--- config.mk ---
export PLATFORM = sky130hd
export DESIGN_NAME = fetch_front
export DESIGN_NICKNAME = d
export VERILOG_FILES = /design/src/rtl/fetch_pkg.sv /design/src/rtl/fetch_pc_unit.sv /design/src/rtl/fetch_slot_reg.sv /design/src/rtl/fetch_front.sv
export SDC_FILE = /design/constraint.sdc
export NUM_CORES = 1
export LEC_CHECK = 0
export BUFFER_PORTS_ARGS = -buffer_cell sky130_fd_sc_hd__buf_2
export CAP_MARGIN = 40
export CORE_MARGIN = 3
export CORE_UTILIZATION = 33
export CTS_CLUSTER_DIAMETER = 50
export DETAILED_ROUTE_END_ITERATION = 10
export PLACE_DENSITY_LB_ADDON = 0.1
export SKIP_LAST_GASP = 1
export SYNTH_ARGS = -nofsm -noshare
export SYNTH_HDL_FRONTEND = slang
export SYNTH_HIERARCHICAL = 1
export SYNTH_SLANG_ARGS = --single-unit
--- constraint.sdc ---
create_clock -name clk -period 2.22 [get_ports clk]
set_clock_uncertainty 0.1 [all_clocks]
set_input_delay 0.222 -clock clk [delete_from_list [all_inputs] [get_ports clk]]
set_output_delay 0.222 -clock clk [all_outputs]
set_load 0.01 [all_outputs]
--- src/rtl/fetch_pkg.sv ---
package fetch_pkg;

    parameter int unsigned XLEN = 32;
    parameter int unsigned ILEN = 32;

    localparam int unsigned PC_STEP = ILEN / 8;

    typedef logic [XLEN-1:0] addr_t;
    typedef logic [ILEN-1:0] word_t;

    localparam word_t NOP_WORD = '0;

    // One slot of the fetch-to-execute pipeline register
    typedef struct packed {
        word_t instr;
        addr_t pc;
    } slot_t;

    // Sequential successor of a fetch address (wraps naturally)
    function automatic addr_t seq_next(input addr_t cur);
        return cur + addr_t'(PC_STEP);
    endfunction

    // Word entering execute: squash replaces the fetched word with a nop
    function automatic word_t squash_mux(input logic squash, input word_t fetched);
        return squash ? NOP_WORD : fetched;
    endfunction

endpackage

--- src/rtl/fetch_pc_unit.sv ---
module fetch_pc_unit
    import fetch_pkg::*;
#(
    parameter addr_t RESET_PC = '0
) (
    input  logic  clk,
    input  logic  rst,
    input  logic  redir_valid,
    input  addr_t redir_target,
    output addr_t pc_q
);

    addr_t pc_d;

    always_comb begin
        if (redir_valid) begin
            pc_d = redir_target;
        end else begin
            pc_d = seq_next(pc_q);
        end
    end

    always_ff @(posedge clk) begin
        if (rst) begin
            pc_q <= RESET_PC;
        end else begin
            pc_q <= pc_d;
        end
    end

endmodule

--- src/rtl/fetch_slot_reg.sv ---
module fetch_slot_reg
    import fetch_pkg::*;
(
    input  logic  clk,
    input  logic  rst,
    input  logic  squash,
    input  word_t fetched_word,
    input  addr_t fetched_pc,
    output slot_t slot_q
);

    slot_t slot_d;

    always_comb begin
        slot_d.instr = squash_mux(squash, fetched_word);
        slot_d.pc    = fetched_pc;
    end

    always_ff @(posedge clk) begin
        if (rst) begin
            slot_q <= '{instr: NOP_WORD, pc: '0};
        end else begin
            slot_q <= slot_d;
        end
    end

endmodule

--- src/rtl/fetch_front.sv ---
module fetch_front
    import fetch_pkg::*;
#(
    parameter logic [31:0] RESET_PC = 32'h0000_0000
) (
    input  logic        clk,
    input  logic        rst,
    input  logic        redir_valid,
    input  logic [31:0] redir_target,
    output logic [31:0] fetch_addr,
    input  logic [31:0] fetch_instr,
    output logic [31:0] ex_instr,
    output logic [31:0] ex_pc
);

    addr_t pc_q;
    slot_t slot_q;

    fetch_pc_unit #(
        .RESET_PC (addr_t'(RESET_PC))
    ) pc_i (
        .clk          (clk),
        .rst          (rst),
        .redir_valid  (redir_valid),
        .redir_target (addr_t'(redir_target)),
        .pc_q         (pc_q)
    );

    fetch_slot_reg slot_i (
        .clk          (clk),
        .rst          (rst),
        .squash       (redir_valid),
        .fetched_word (word_t'(fetch_instr)),
        .fetched_pc   (pc_q),
        .slot_q       (slot_q)
    );

    assign fetch_addr = 32'(pc_q);
    assign ex_instr   = 32'(slot_q.instr);
    assign ex_pc      = 32'(slot_q.pc);

endmodule

# Word level (Yosys, flattened, before mapping)
# Cells that the tools add are included.
[word_totals]
regBits = 96
in_bits = 67
out_inout_bits = 96
word_cells = 6
[op_classes]
n_addsub = 1
n_mux = 1
reduce_logical = 1
[ops]
columns = ["op", "n"]
rows = [
  ["$add A32 B3 Y32 const B", 1],
  ["$mux W32", 1],
  ["$reduce_or A2 Y1", 1],
]

# Depth between registers and ports, before layout
[logic_depth]
depth_word = 2
depth_mapped = 6
mapped_depth_nobuf = 5

# By module
# The synthesis kept the hierarchy.
[modules_own_cells]
columns = ["module", "instances", "cells_per_inst", "area_per_inst_um2"]
rows = [
  ["fetch_slot_reg", 1, 138, 1981.9],
  ["fetch_pc_unit", 1, 213, 1751.7],
]

# Least setup slack after synthesis
# OpenSTA, ideal clock, no wires.
[synth_path]
kind = "register to register"
startpoint = "register pc_i.pc_q[5]"
endpoint = "register pc_i.pc_q[20]"
setup_ns = 0.091
t_arrival_ns = 1.927
t_required_ns = 2.029
slack_ns = 0.102
stages_incl_launch_ff = 6
path_cell_list = "dfxtp_1 -> nand4_4 -> or4_4 -> buf_6 -> or3_1 -> a311oi_1"
[synth_via]
elab_chain_cells = 2
[synth_rtl]
columns = ["item", "line", "text"]
rows = [
  ["start: declaration", "fetch_pc_unit.sv:10", "output addr_t pc_q"],
  ["start signal: assignment", "fetch_pc_unit.sv:27", "pc_q <= pc_d;"],
  ["$add A32 B3 Y32", "fetch_pkg.sv:21", "return cur + addr_t'(PC_STEP);"],
  ["$mux W32", "fetch_pc_unit.sv:16", "if (redir_valid) begin"],
]
# No other way between the ends.
# A chain may end at the register's enable or synchronous reset.

# Worst setup path in the final report
[layout_path]
startpoint = "register pc_i.pc_q[2]"
endpoint = "register pc_i.pc_q[22]"
# The elaborated chain is that of the path after synthesis.

==> flow_summary.toml <==
[run_status]
status = "finished, final reports clean"

[synthesis]
ys_top_cells_by_count = "dfxtp_1, nor2b_1, nor3b_2"
mappedNetlistNets = 419
synth_edf_count = 0
yosys.area.top_type = "dfxtp_1"
yosysSeqAreaShare = 0.515
netlist_area_sq_um = 3730
yosys_warnings = 6
synth.distinct_cells = 40
synth_area_leaders = "dfxtp_1, nor3b_2, nor2b_1"
ys.flop_type = "dfxtp_1"
synth_seq_cells = 96
synth_top_area_share = 0.515
postSynthCellCount = 351
synth_area_per_cell_sq_um = 10.6
synthArstFlopShare = 0
synth_most_common_cell = "dfxtp_1"

[die]
placeableCoreArea_sq_um = 10900
start_util = 0.341
row_count = 38
fp.dieArea_sq_um = 12600
die_x_um = 112
dieHeight_um = 112
io_pins = 163

[clock_network]
htree_levels = 3
cts_root_buf = "clkbuf_16"
numCtsBuffers = 9
clock_latency_ns = 0.34
cts_tree = "yes"
clk_path_buf_depth = 2
clock_sinks = 96
clk_pin_slew_ns = 0.06

[power]
power.leakage_nw = 2.26
vdd_ir_drop_max_mv = 0.394
p_per_area_nw_per_um2 = 735
finalPower_w = 0.00373

[worst_setup_path]
cp_num_buf_inv = 0
critical_path.endpoint_type = "flop"
required_ns = 2.36
start_kind = "flop"
crit_fanout = 8
crit_chain = "ha_1 -> nand2_1 -> or4_4 -> or4_1 -> a311oi_1"
critPathMaxStageDelay_ns = 0.60
crit_family = "simple AND/OR/NAND/NOR gates"
crit_path_top_delay_cell = "or4_4"
arrival_ns = 2.32
critical_path_class = "reg -> reg"

[grt]
grtUsageTotal = 0.158
first_global_vias = 3127
grt.overflow.total = 0
antenna_found_initial = 0
grt_pass1_wl_mm = 16.2
grt_max_degree = 41

[sta]
max_freq_mhz = 460
hold_viol = 0
slew_headroom = 0.614
fin_crit_ns = 2.17
setup_violations = 0
drv_slew = 0
rsz0062_at_grt = "true"
holdWs_ns = 0.0212
worst_slew_pin_slew_ns = 0.578
min_period_over_period = 0.980

[route]
drtPass1Iterations = 4
antenna_left = 0
drt-total-wl_mm = 10.0
wl_met1_mm = 4.62
drc = 0
vias = 3229
highest_layer = "met4"
first_iter_violations = 223
wire_per_inst_um = 14.8
dr_wl_met3_um = 790
dr_wl_met2_mm = 4.46
via_per_inst = 4.79

[final_layout]
area_growth_pct = 36.0
fin_nets = 598
drive_gt1_frac = 0.451
antenna_cells = 0
seq_area_sq_um = 1930
multiInputGateArea_sq_um = 1630
final_area_sq_um = 5080
fill_cells = 1066

[placed_design]
gp_congestion = 0.780
place_area_sq_um = 4750
portBuffers = 162
place.detailed.hpwl_mm = 7.15

[min_path]
hold_class = "in -> reg"

[run]
drv_cap = 0
metrics by stage:
stage | setup slack [ns] | TNS (ns) | utilization | std cells
floorplan | 0.102 | 0 | - | 351
global placement | 0.135 | 0 | 0.434 | 653
detailed placement | -0.0152 | -0.0152 | 0.434 | 653
CTS | 0.0138 | 0 | 0.461 | 670
global route | -0.0104 | -0.0104 | 0.464 | 674
finish | 0.0454 | 0 | 0.464 | 674
repair_timing:
action                                 CTS  global route
setup buffers                            0             4
hold buffers                             2             0
setup endpoints to repair                1             6
gates resized for setup                  1             4
endpoints found under the hold margin    2             0
pin swaps                                0             3
flip-flops by register name, summed over array words and instances, names as in the netlist:
register / flops
pc_i/pc_q: 32
slot_i/slot_q: 64
power breakdown:
| part | switching (W) | leakage [nW] | internal, W |
|---|---|---|---|
| Clock | 0.000604 | 0.130 | 0.000817 |
| Combinational | 0.000227 | 1.34 | 0.000209 |
| Sequential | 0.0000603 | 0.792 | 0.00181 |
cells in the final DEF, fill, tap and decap left out, drive strengths merged, types with 7 or more instances in the layout:
| cell type | instances |
|---|---|
| a311oi | 15 |
| nor3b | 33 |
| inv | 9 |
| or4 | 9 |
| nor2b | 32 |
| or3 | 9 |
| nand3 | 10 |
| nor3 | 8 |
| buf | 188 |
| clkbuf | 16 |
| dfxtp | 96 |
| o31ai | 7 |
| nand2 | 15 |
| nor2 | 27 |
| a211oi | 7 |
| o21ai | 10 |
path summary, 6_finish.rpt:
kind / startpoint / cells past startpoint / endpoint / slack, ns
max: pc_i/pc_q[2] / 5 / pc_i/pc_q[22] / 0.05
min reg2reg: pc_i/pc_q[0] / 1 / slot_i/slot_q[0] / 0.38
min: fetch_instr[5] / 2 / slot_i/slot_q[37] / 0.02
max reg2reg: pc_i/pc_q[2] / 5 / pc_i/pc_q[22] / 0.05
cell type report:
class	count	area share
timing repair buffer	191	0.206
tap	140	0.0345
multi-input combinational	223	0.320
sequential	96	0.380
inverter	9	0.00665
clock buffer	15	0.0527
metal layers:
metal  track usage  vias up
met2         0.231      134
met1         0.223     1466
li1              -     1620
met5             0        -
met4        0.0609        0
met3        0.0426        9
cells by family (layout without fill, tap and decap cells):
| kind of cell | after synthesis | after routing | share of synthesized area |
|---|---|---|---|
| AND/OR/NAND/NOR | 158 | 158 | 0.298 |
| flip-flops | 96 | 96 | 0.515 |
| AO/OA/AOI/OAI | 53 | 53 | 0.106 |
| buffers and inverters | 32 | 215 | 0.0513 |
| XOR/XNOR | 8 | 8 | 0.0188 |
| multiplexers | 3 | 3 | 0.00804 |
| adder cells (fa/ha/maj) | 1 | 1 | 0.00335 |
Note: power is estimated with default switching activity, not from simulation.
